==> src/rtl/mwt_pkg.sv <==
package mwt_pkg;
  typedef enum logic [1:0] {
    FLT_NONE     = 2'b00,
    FLT_MISALIGN = 2'b01,
    FLT_ALIGN    = 2'b10
  } flt_code_e;

  typedef enum logic {
    SQ_IDLE = 1'b0,
    SQ_RUN  = 1'b1
  } sq_state_e;
endpackage

==> src/rtl/mwt_bswap.sv <==
module mwt_bswap #(
  parameter int DW = 32
) (
  input  logic          swap,
  input  logic [DW-1:0] din,
  output logic [DW-1:0] dout
);
  localparam int NB = DW / 8;

  for (genvar b = 0; b < NB; b++) begin : g_lane
    assign dout[8*b +: 8] = swap ? din[8*(NB-1-b) +: 8] : din[8*b +: 8];
  end
endmodule

==> src/rtl/mwt_ctrl.sv <==
module mwt_ctrl
  import mwt_pkg::*;
#(
  parameter int AW = 32,
  parameter int CW = 5,
  parameter int IW = 4
) (
  input  logic          clk,
  input  logic          rst_n,
  input  logic          cmd_valid,
  output logic          cmd_ready,
  input  logic [AW-1:0] cmd_addr,
  input  logic [CW-1:0] cmd_count,
  input  logic          cmd_store,
  input  logic          cmd_big,
  input  logic          cmd_strict,
  output logic          busy,
  output logic          done,
  output logic          fault,
  output logic [1:0]    fault_code,
  output logic          req_valid,
  input  logic          req_ready,
  output logic [AW-1:0] req_addr,
  output logic          req_write,
  output logic [IW-1:0] beat_idx,
  output logic          beat_fire,
  output logic          big_q
);
  sq_state_e     state_q;
  logic [AW-1:0] addr_q;
  logic [IW-1:0] idx_q;
  logic [IW-1:0] last_q;
  logic          store_q;
  logic          done_q;
  logic          fault_q;
  logic          take;
  logic          misal;

  assign cmd_ready = (state_q == SQ_IDLE);
  assign take      = cmd_valid && cmd_ready;
  assign misal     = cmd_strict && (cmd_addr[1:0] != 2'b00);
  assign busy      = (state_q == SQ_RUN);
  assign req_valid = busy;
  assign req_addr  = addr_q;
  assign req_write = store_q;
  assign beat_idx  = idx_q;
  assign beat_fire = req_valid && req_ready;
  assign done      = done_q;
  assign fault     = fault_q;
  assign fault_code = fault_q ? FLT_ALIGN : FLT_NONE;

  always_ff @(posedge clk) begin
    if (!rst_n) begin
      state_q <= SQ_IDLE;
      addr_q  <= '0;
      idx_q   <= '0;
      last_q  <= '0;
      store_q <= 1'b0;
      big_q   <= 1'b0;
      done_q  <= 1'b0;
      fault_q <= 1'b0;
    end else begin
      done_q  <= 1'b0;
      fault_q <= 1'b0;
      case (state_q)
        SQ_IDLE: begin
          if (take) begin
            if (misal) begin
              done_q  <= 1'b1;
              fault_q <= 1'b1;
            end else begin
              state_q <= SQ_RUN;
              addr_q  <= {cmd_addr[AW-1:2], 2'b00};
              idx_q   <= '0;
              last_q  <= IW'(cmd_count - CW'(1));
              store_q <= cmd_store;
              big_q   <= cmd_big;
            end
          end
        end
        SQ_RUN: begin
          if (beat_fire) begin
            if (idx_q == last_q) begin
              state_q <= SQ_IDLE;
              done_q  <= 1'b1;
            end else begin
              idx_q  <= idx_q + IW'(1);
              addr_q <= addr_q + AW'(4);
            end
          end
        end
        default: state_q <= SQ_IDLE;
      endcase
    end
  end

  AST_ADDR_STEP: assert property (@(posedge clk) disable iff (!rst_n)
    (beat_fire && idx_q != last_q) |=> (req_valid && req_addr == $past(req_addr) + AW'(4)));
  AST_FAULT_NO_BEAT: assert property (@(posedge clk) disable iff (!rst_n)
    (take && misal) |=> (fault && done && !req_valid && fault_code == 2'b10));
  AST_DONE_AFTER_LAST: assert property (@(posedge clk) disable iff (!rst_n)
    (beat_fire && idx_q == last_q) |=> (done && !busy && !fault));
  AST_DONE_SINGLE: assert property (@(posedge clk) disable iff (!rst_n)
    done |=> !done);
endmodule

==> src/rtl/mwt_seq.sv <==
module mwt_seq #(
  parameter int AW        = 32,
  parameter int DW        = 32,
  parameter int MAX_WORDS = 16,
  localparam int CW       = $clog2(MAX_WORDS + 1),
  localparam int IW       = $clog2(MAX_WORDS)
) (
  input  logic          clk,
  input  logic          rst_n,
  input  logic          cmd_valid,
  output logic          cmd_ready,
  input  logic [AW-1:0] cmd_addr,
  input  logic [CW-1:0] cmd_count,
  input  logic          cmd_store,
  input  logic          cmd_big,
  input  logic          cmd_strict,
  output logic          busy,
  output logic          done,
  output logic          fault,
  output logic [1:0]    fault_code,
  output logic          req_valid,
  input  logic          req_ready,
  output logic [AW-1:0] req_addr,
  output logic          req_write,
  output logic [DW-1:0] req_wdata,
  input  logic [DW-1:0] rsp_rdata,
  output logic [IW-1:0] rf_rd_idx,
  input  logic [DW-1:0] rf_rd_data,
  output logic          ld_valid,
  output logic [IW-1:0] ld_idx,
  output logic [DW-1:0] ld_data
);
  logic [IW-1:0] beat_idx;
  logic          beat_fire;
  logic          big_q;

  mwt_ctrl #(.AW(AW), .CW(CW), .IW(IW)) u_ctrl (
    .clk        (clk),
    .rst_n      (rst_n),
    .cmd_valid  (cmd_valid),
    .cmd_ready  (cmd_ready),
    .cmd_addr   (cmd_addr),
    .cmd_count  (cmd_count),
    .cmd_store  (cmd_store),
    .cmd_big    (cmd_big),
    .cmd_strict (cmd_strict),
    .busy       (busy),
    .done       (done),
    .fault      (fault),
    .fault_code (fault_code),
    .req_valid  (req_valid),
    .req_ready  (req_ready),
    .req_addr   (req_addr),
    .req_write  (req_write),
    .beat_idx   (beat_idx),
    .beat_fire  (beat_fire),
    .big_q      (big_q)
  );

  mwt_bswap #(.DW(DW)) u_st_swap (
    .swap (big_q),
    .din  (rf_rd_data),
    .dout (req_wdata)
  );

  mwt_bswap #(.DW(DW)) u_ld_swap (
    .swap (big_q),
    .din  (rsp_rdata),
    .dout (ld_data)
  );

  assign rf_rd_idx = beat_idx;
  assign ld_idx    = beat_idx;
  assign ld_valid  = beat_fire && !req_write;

  AST_REQ_ALIGNED: assert property (@(posedge clk) disable iff (!rst_n)
    req_valid |-> (req_addr[1:0] == 2'b00));
  AST_REQ_HOLD: assert property (@(posedge clk) disable iff (!rst_n)
    (req_valid && !req_ready) |=> (req_valid && $stable(req_addr) && $stable(req_write)));
  AST_LD_STROBE: assert property (@(posedge clk) disable iff (!rst_n)
    ld_valid |-> (req_valid && req_ready && !req_write));
  AST_NO_WB_ON_STORE: assert property (@(posedge clk) disable iff (!rst_n)
    (req_valid && req_write) |-> !ld_valid);
endmodule

==> config.mk <==
export PLATFORM = sky130hd
export DESIGN_NAME = mwt_seq
export DESIGN_NICKNAME = d
export VERILOG_FILES = /design/src/rtl/mwt_pkg.sv /design/src/rtl/mwt_bswap.sv /design/src/rtl/mwt_ctrl.sv /design/src/rtl/mwt_seq.sv
export SDC_FILE = /design/constraint.sdc
export NUM_CORES = 1
export LEC_CHECK = 0
export BUFFER_PORTS_ARGS = -buffer_cell sky130_fd_sc_hd__buf_4
export CAP_MARGIN = 30
export CORE_AREA = 2 2 90 92
export DETAILED_ROUTE_END_ITERATION = 8
export DIE_AREA = 0 0 92 94
export PLACE_DENSITY = 0.81
export SLEW_MARGIN = 20
export SYNTH_ARGS = -nofsm -noshare
export SYNTH_HDL_FRONTEND = slang
export SYNTH_SLANG_ARGS = --single-unit
==> constraint.sdc <==
create_clock -name clk -period 5.8 [get_ports clk]
set_clock_uncertainty 0.2 [all_clocks]
set_input_delay 0.58 -clock clk [delete_from_list [all_inputs] [get_ports clk]]
set_output_delay 0.58 -clock clk [all_outputs]
set_load 0.01 [all_outputs]
# Yosys cells after proc, flatten, opt, wreduce, memory -nomap -nowiden
# Index checks and enable logic that the tools add are counted.
# Widths: inputs -> output; s select.
dict set report classes {
  mux 29
  n_addsub 3
  n_eq_ne 5
  n_reduce_logical 9
  bitwise 3
}
# op n
set op_table {}
lappend op_table {{$mux 32} 4}
lappend op_table {{$mux 8} 8}
lappend op_table {{$pmux 32 s2} 1}
lappend op_table {{$add 32x3->32 const B} 1}
lappend op_table {{$mux 4} 4}
lappend op_table {{$mux 1} 8}
lappend op_table {{$ne 2x2->1 const B} 4}
lappend op_table {{$pmux 4 s2} 1}
lappend op_table {{$add 4x1->4 const B} 1}
lappend op_table {{$eq 4x4->1} 1}
lappend op_table {{$logic_and 1x1->1} 4}
lappend op_table {{$pmux 1 s2} 2}
lappend op_table {{$reduce_and 4->1} 1}
lappend op_table {{$sub 4x1->4 const B} 1}
lappend op_table {{$not 1->1} 3}
lappend op_table {{$reduce_and 3->1} 1}
lappend op_table {{$mux 2} 1}
lappend op_table {{$reduce_bool 2->1} 1}
lappend op_table {{$reduce_or 2->1} 1}
lappend op_table {{$logic_not 1->1} 1}
dict set report totals {
  input_bits 108
  reg_bits 45
}

# Longest topological paths before layout
# Gate-level depths: netlist of the first run.
dict set report logic_depth {
  word_depth 5
  mapped_depth 8
  depth_no_buf 6
}

# Hierarchy
# Synthesis of the first run repeated with hierarchy kept, for this count alone.
dict set report unflattened {
  hier_cells 413
  area_unflattened_um2 3814.9
}
# mod cells_per_inst seq_area_each_um2 area_each_um2 n_inst
set by_module_without_submodules {}
lappend by_module_without_submodules {mwt_ctrl 336 860.8 2682.6 1}
lappend by_module_without_submodules {mwt_bswap 36 0.0 544.3 2}
lappend by_module_without_submodules {mwt_seq 5 0.0 43.8 1}

# Least setup slack after synthesis of the first run
# Ideal clock, no wire load.
dict set report synth_timing {
  path_type {reg-to-reg}
  start {reg u_ctrl.addr_q[4] (netlist: u_ctrl.req_addr[4])}
  end {reg u_ctrl.addr_q[31] (netlist: u_ctrl.req_addr[31])}
  setup_slack_ns 3.612
  t_required_ns 5.468
  n_path_buf 0
  setup_ns 0.132
  stages_incl_launch_ff 6
  t_arrival_ns 1.855
  synth_period_minus_slack_ns 2.188
  path_cell_list {dfxtp_1 -> nand3_2 -> nor4_4 -> and2_2 -> a31oi_1 -> or3b_2}
}
dict set report synth_between {
  elab_chain_cells 4
}
# item line
set synth_lines {}
lappend synth_lines {{from (decl)} mwt_ctrl.sv:30} ;# logic [AW-1:0] addr_q;
lappend synth_lines {{from (signal assigned)} mwt_ctrl.sv:73} ;# addr_q <= {cmd_addr[AW-1:2], 2'b00};
lappend synth_lines {{from (signal assigned)} mwt_ctrl.sv:88} ;# addr_q <= addr_q + AW'(4);
lappend synth_lines {{$add 32x3->32} mwt_ctrl.sv:88}
lappend synth_lines {{$mux 32} mwt_ctrl.sv:83} ;# if (idx_q == last_q) begin
lappend synth_lines {{$mux 32} mwt_ctrl.sv:82} ;# if (beat_fire) begin
lappend synth_lines {{$pmux 32 s2} mwt_ctrl.sv:65} ;# case (state_q)
# No other way between the ends. The select of a mux whose other input is x is not followed.
# A chain may end at the register's enable or synchronous reset.

# Worst setup path after layout of the first run
dict set report layout_timing {
  start {in cmd_addr[1]}
  end {reg u_ctrl.addr_q[28] (netlist: u_ctrl.req_addr[28])}
}
dict set report layout_between {
  elab_chain_cells 4
}
# item line
set layout_lines {}
lappend layout_lines {{from (decl)} mwt_seq.sv:12} ;# input logic [AW-1:0] cmd_addr,
lappend layout_lines {{$reduce_bool 2->1} mwt_ctrl.sv:41} ;# assign misal = cmd_strict && (cmd_addr[1:0] != 2'b00);
lappend layout_lines {{$logic_and 1x1->1} mwt_ctrl.sv:41}
lappend layout_lines {{$ne 2x2->1 (no line)} --}
lappend layout_lines {{$reduce_and 4->1 (no line)} --}
# No other way between the ends.

==> flow_summary.ini, run 1 <==
[run_status]
status = complete, no violations

[die]
die_x_um = 92
die_height_um = 94
core_um2 = 7610
dieArea_um2 = 8650
initial_core_util_pct = 44.1
row_count = 32
io_pins = 221

[synth]
synth_seq_cells = 43
synthAdderAreaFrac_pct = 1.12
synth_ff_type = dfxtp_1
synthTopCellsByArea = dfxtp_1 26%, mux2_2 22%, a21oi_1 5.4%, nand2_1 4.6%, nand3_1 3.3%
synth_largest_area_cell = dfxtp_1
synthDistinctLibCells = 51
syn_area_um2 = 3350
seq_area_frac_synth_pct = 25.7
synth_edf_count = 0
ys_top_cells_by_count = 64 x mux2_2, 43 x dfxtp_1, 41 x nand2_1, 36 x a21oi_1, 29 x nor2_1
async_reset_ff_share_pct = 0
syn_avg_cell_area_um2 = 8.06
netlist_instances = 416
synth_top_area_share_pct = 25.7
synth_compound_area_share_pct = 18.9
synth_simple_gate_area_share_pct = 23.9
yosys_warnings = 0
synth_top_family_by_area = simple AND/OR/NAND/NOR gates
synth.area.mux_share_pct = 21.8
synth_most_common_cell = mux2_2
synth_xor_area_share_pct = 2.09

[timing]
final_hold_viol_count = 0
fmax_mhz = 362
post-route-period-util_pct = 47.6
finalSetupTns_ps = 0
finalSetupViolations = 0
grt_setup_unrepaired = false
tightest_slew_ps = 988
maxSlewViolCount = 0
min_period_ps = 2760
slew_headroom_pct = 34.1

[drt]
ant_nets = 0
drtIter0Drc = 233
totalWireLength_um = 12400
drc_errors = 0
firstDrtPassIters = 5
vias_per_cell = 5.69
vias = 4026
wl_per_cell_um = 17.5

[worst_hold_path]
min_path_type = in2reg

[placed_design]
port_buffers = 216
place.gp.congestion = 0.850
placed_cell_area_um2 = 4950
dp_hpwl_um = 9480

[grt]
grt_max_degree = 61
grt_pass1_wl_um = 18300
antenna_found_initial = 0
track_usage_pct = 26.3
grt.overflow.total = 0
grt_pass1_vias = 3650

[finish]
nets = 715
drive_gt1_share_pct = 50.4
num_antenna_cells = 0
final_core_util_pct = 66.4
area_delta_synth_final_pct = 50.7
finalInstanceArea_um2 = 5050

[power_and_ir_drop]
clkPwrFrac_pct = 23.9
swShare_pct = 32.4
leakagePower_nw = 2.31
p_int_w = 0.000608
power-per-cell-area_nw_per_um2 = 178
p_sw_w = 0.000292
ir_drop_uv = 105
p_comb_share_pct = 37.4
power_frac_seq_pct = 38.7

[setup_path]
critPathTopFamily = simple AND/OR/NAND/NOR gates
crit_required_ps = 5820
critPathLaunchType = input port
cp_data_arrival_time_ps = 2780
crit_path_top_delay_cell = and2_1
crit_type = in2reg
crit_path_end_kind = register
path_cells = buf_4, o21ai_0, nand2_1, and2_1, or4_1, a31oi_1
crit_path_max_fanout = 24
path_buf_inv = 1
max_stage_delay_ps = 600

[clocking]
path_clk_slew_ps = 90
cts_resized = 0
clockRootBuffer = clkbuf_8
cts_buffers = 5
cts_tree = built
post_cts_buffers = 0
clock-sinks = 43
clock_path_buffers = 2
cts_hold_buf = 0
h-tree-depth = 2
insertion_delay_ps = 300

[job]
cap_violations = 0
metal layers:
layer  vias to the layer above  share of wire (%)  global-route usage, %
met5                         -                  0                      0
met4                         0               0.94                   6.47
met3                        12                8.9                   5.22
met2                       178                 52                   47.5
met1                      1928                 38                   31.9
li1                       1908                  -                      -
power groups by stage:
stage | Sequential (W) | Combinational (W) | Clock, W
after floorplan | 0.000356 | 0.000160 | 0
after global placement | 0.000353 | 0.000327 | 0
after detailed placement | 0.000354 | 0.000335 | 0
after CTS | 0.000348 | 0.000336 | 0.000217
after global routing | 0.000352 | 0.000361 | 0.000231
final | 0.000349 | 0.000337 | 0.000215
worst register-to-register path, stage by stage (launching register included):
cell     delay (ps)
dfxtp_1         330
buf_4           430
and2_1          310
o41ai_2         110
and2_1          450
or4_1           590
a31oi_1         160
final cells by class:
| class | count | area (um^2) |
|---|---|---|
| fillers | 703 | 2560 |
| multi-input cells | 329 | 2290 |
| repair buffers | 219 | 1640 |
| flip-flops and latches | 43 | 862 |
| well taps | 102 | 128 |
| clock buffers | 8 | 100 |
| inverters | 6 | 22.5 |
worst paths after layout:
| kind | slack (ps) | endpoint | from | cells past startpoint |
|---|---|---|---|---|
| worst max-delay path | 3040 | u_ctrl.req_addr[28]$_SDFFE_PN0P_ | cmd_addr[1] | 6 |
| worst min-delay path | 290 | u_ctrl.last_q[0]$_SDFFE_PN0P_ | cmd_count[0] | 2 |
| worst max register to register | 3150 | u_ctrl.req_addr[28]$_SDFFE_PN0P_ | u_ctrl.busy$_SDFF_PN0_ | 6 |
| worst min register to register | 290 | u_ctrl.req_write$_SDFFE_PN0P_ | u_ctrl.req_write$_SDFFE_PN0P_ | 2 |
state kept, by name (all words and copies together), names as in the netlist:
signal            flops
u_ctrl.req_addr      30
u_ctrl.beat_idx       4
u_ctrl.last_q         4
u_ctrl.big_q          1
u_ctrl.busy           1
u_ctrl.done           1
u_ctrl.fault          1
u_ctrl.req_write      1
logic make-up (layout without fill, tap and decap cells):
| logic type | Yosys count | count (layout) |
|---|---|---|
| AND/OR/NAND/NOR | 152 | 152 |
| AO/OA/AOI/OAI | 98 | 98 |
| multiplexers | 65 | 65 |
| buffers and inverters | 46 | 233 |
| flip-flops | 43 | 43 |
| XOR/XNOR | 8 | 8 |
| adder cells (fa/ha/maj) | 3 | 3 |
| other | 1 | 3 |
cells in the final DEF (no fill, tap or decap), types with 4 or more instances in the layout:
cell        n
o31a_1      5
nand2_1    41
a31oi_1    11
or3_1       4
clkbuf_8    7
and4_1      4
inv_1       6
nand3_1    22
xnor2_1     4
and2_1      4
or4_1       4
a21oi_1    36
nor2_1     29
buf_4     219
xor2_1      4
mux2_2     64
o21ai_0    14
dfxtp_1    42
a211oi_1    6
and3_1     12
nand4_1     6
nor4_1      5
nor3_1      6
nor2b_1     6
metrics by stage:
| step | power [W] | cells | worst slack (ps) | hold WS (ps) |
|---|---|---|---|---|
| 5_1_grt | 0.000944 | 707 | 2950 | 291 |
| 3_3_place_gp | 0.000681 | 699 | 2800 | 264 |
| 2_1_floorplan | 0.000516 | 418 | 3610 | 289 |
| 4_1_cts | 0.000901 | 707 | 3080 | 279 |
| 3_5_place_dp | 0.000690 | 699 | 2770 | 278 |
| 6_report | 0.000900 | 707 | 3040 | 285 |
Power figures use the tool's default switching activity.
==> run 2: changes to the inputs <==
- ABC_AREA: unset -> 1
- CORE_AREA: 2 2 90 92 -> 2 2 95 97
- DIE_AREA: 0 0 92 94 -> 0 0 97 99
- PLACE_DENSITY: 0.81 -> 0.79
- clock period: 5.8 -> 2.8 ns (I/O delays scaled with it)
==> flow_summary.ini, run 2 <==
[timing]
post-route-period-util_pct = 79.7
maxSlewViolCount = 0
finalSetupTns_ps = 0
grt_setup_unrepaired = false
setup_slack_ps = 569
slew_headroom_pct = 58.4
fmax_mhz = 448
final_hold_viol_count = 0
tightest_slew_ps = 623
finalSetupViolations = 0
min_period_ps = 2230

[setup_path]
max_stage_delay_ps = 450
critPathCapture = u_ctrl.beat_idx[1]$_SDFFE_PN0P_
crit_required_ps = 2790
reg2reg_depth = 9
cp.depth = 9
path_cells = inv_1, nand2_1, nand2_1, nor2_2, nand2_2, nand2_2, nand2_2, o21ai_0, nor2_1
timing.reg2reg.setup_slack_ps = 570
rr_endpoint = u_ctrl.beat_idx[1]$_SDFFE_PN0P_
crit_type = reg2reg
cp_common_cell = nand2_2
startpoint = u_ctrl.beat_idx[0]$_SDFFE_PN0P_
cp_data_arrival_time_ps = 2220
crit_path_top_delay_cell = dfxtp_1
critPathLaunchType = register
crit_path_max_fanout = 30
path_buf_inv = 1
critPathTopFamily = simple AND/OR/NAND/NOR gates
r2r_start = u_ctrl.beat_idx[0]$_SDFFE_PN0P_
crit_path_end_kind = register

[synth]
syn_avg_cell_area_um2 = 5.59
synth_most_common_cell = nand2_1
netlist_instances = 679
synth_seq_cells = 43
synthDistinctLibCells = 32
synth_largest_area_cell = dfxtp_1
yosys_warnings = 0
synth_ff_type = dfxtp_1
ys_top_cells_by_count = 175 x nand2_1, 103 x nor2_1, 68 x inv_1, 65 x a21oi_1, 60 x o21ai_0
seq_area_frac_synth_pct = 22.7
synth_edf_count = 0
synth_top_area_share_pct = 22.7
async_reset_ff_share_pct = 0
synthTopCellsByArea = dfxtp_1 23%, nand2_1 17%, nor2_1 10%, a21oi_1 8.6%, o21ai_0 7.9%
syn_area_um2 = 3800

[job]
cap_violations = 0

[drt]
ant_nets = 0
drc_errors = 0
drtIter0Drc = 186
wl_per_cell_um = 14.1
vias_per_cell = 5.02
firstDrtPassIters = 5
vias = 4906
totalWireLength_um = 13800

[clocking]
cts_resized = 0
cts_tree = built
insertion_delay_ps = 310
clockRootBuffer = clkbuf_8
cts_hold_buf = 0
clock-sinks = 43
h-tree-depth = 2
clock_path_buffers = 2
post_cts_buffers = 0
path_clk_slew_ps = 90
cts_buffers = 5

[grt]
antenna_found_initial = 1
grt_pass1_vias = 4557
grt_pass1_wl_um = 22400
grt_max_degree = 74
grt.overflow.total = 0
track_usage_pct = 28.0

[finish]
fin_cells = 978
area_delta_synth_final_pct = 45.7
final_cell_mix = 221 x buf_4, 175 x nand2_1, 103 x nor2_1
drive_gt1_share_pct = 33.0
largest_reg_flops = 30
final_common_cell = buf_4
nets = 979

[placed_design]
place.gp.congestion = 0.966
port_buffers = 216
place_ws_ps = 614
dp.cells = 969
dp_hpwl_um = 11000

[worst_hold_path]
min_path_type = in2reg

[power_and_ir_drop]
power-per-cell-area_nw_per_um2 = 391
leakagePower_nw = 2.53
ir_drop_uv = 267

[die]
core_um2 = 8550
dieArea_um2 = 9600
io_pins = 221
row_count = 34
initial_core_util_pct = 44.4
die_height_um = 99
die_x_um = 97

[run_status]
status = complete, no violations
## run 2: cell types whose count changed in the layout (fill, tap and decap cells not counted), moves of 6 or more
cell	previous run	this run
nor2b_1	6	0
a21oi_1	36	65
nor2_1	29	103
nand3_1	22	41
inv_1	6	68
a31oi_1	11	2
and3_1	12	0
nor2_2	0	7
nand2_1	41	175
o21ai_0	14	60
a21oi_2	0	17
a211oi_1	6	0
nand2_2	0	23
mux2_2	64	0
## run 2: cell type report
cell class              instances  area [um^2]
repair buffers                222         1680
fillers                       822         3020
well taps                     108          135
diodes                          1         2.50
clock buffers                   7         97.6
flip-flops and latches         43          865
inverters                      73          274
clock inverters                 1         30.0
multi-input cells             523         2450
## run 2: layer usage
| metal | track usage, % | up-vias | share of wire (%) |
|---|---|---|---|
| met5 | 0 | - | 0 |
| met4 | 6.83 | 0 | 1.7 |
| met3 | 5.25 | 25 | 7.1 |
| met2 | 51.0 | 201 | 50 |
| met1 | 34.2 | 2157 | 41 |
| li1 | - | 2523 | - |
## run 2: logic make-up (layout without fill, tap and decap cells)
| logic type | Yosys count | count (layout) | synth area share [%] |
|---|---|---|---|
| buffers and inverters | 115 | 303 | 13.0 |
| AO/OA/AOI/OAI | 148 | 148 | 21.6 |
| other | 1 | 4 | 0.0988 |
| adder cells (fa/ha/maj) | 3 | 3 | 0.989 |
| multiplexers | 1 | 1 | 0.264 |
| flip-flops | 43 | 43 | 22.7 |
| AND/OR/NAND/NOR | 363 | 363 | 40.2 |
| XOR/XNOR | 5 | 5 | 1.15 |
## run 2: worst min path at each step
stage,cells past startpoint,slack (ps),start,endpoint
3_5_place_dp,2,260,u_ctrl.last_q[0]$_SDFFE_PN0P_,u_ctrl.last_q[0]$_SDFFE_PN0P_
6_report,3,50,cmd_store,u_ctrl.req_write$_SDFFE_PN0P_
4_1_cts,3,40,cmd_store,u_ctrl.req_write$_SDFFE_PN0P_
3_3_place_gp,2,260,u_ctrl.last_q[0]$_SDFFE_PN0P_,u_ctrl.last_q[0]$_SDFFE_PN0P_
2_1_floorplan,2,220,rst_n,u_ctrl.last_q[3]$_SDFFE_PN0P_
5_1_grt,3,50,cmd_big,u_ctrl.big_q$_SDFFE_PN0P_
## run 2: stage by stage
stage	instance area (um^2)	util (%)	total power [W]	hold slack [ps]
floorplan	3800	-	0.00120	218
global placement	5400	63.2	0.00161	257
detailed placement	5400	63.2	0.00162	259
CTS	5530	64.7	0.00217	42.8
global route	5530	64.7	0.00229	48.6
finish	5530	64.7	0.00217	45.5
## run 2: worst min-delay path, cell delays in order
cell,delay [ps]
buf_4,80
o21ai_0,80
nor2_1,80
## run 2: where the power goes
| group | leakage, nW | internal, W | switching, W |
|---|---|---|---|
| clock network | 0.0636 | 0.000321 | 0.000233 |
| registers | 0.353 | 0.000663 | 0.0000885 |
| logic | 2.11 | 0.000417 | 0.000442 |
| total | 2.53 | 0.00140 | 0.000764 |
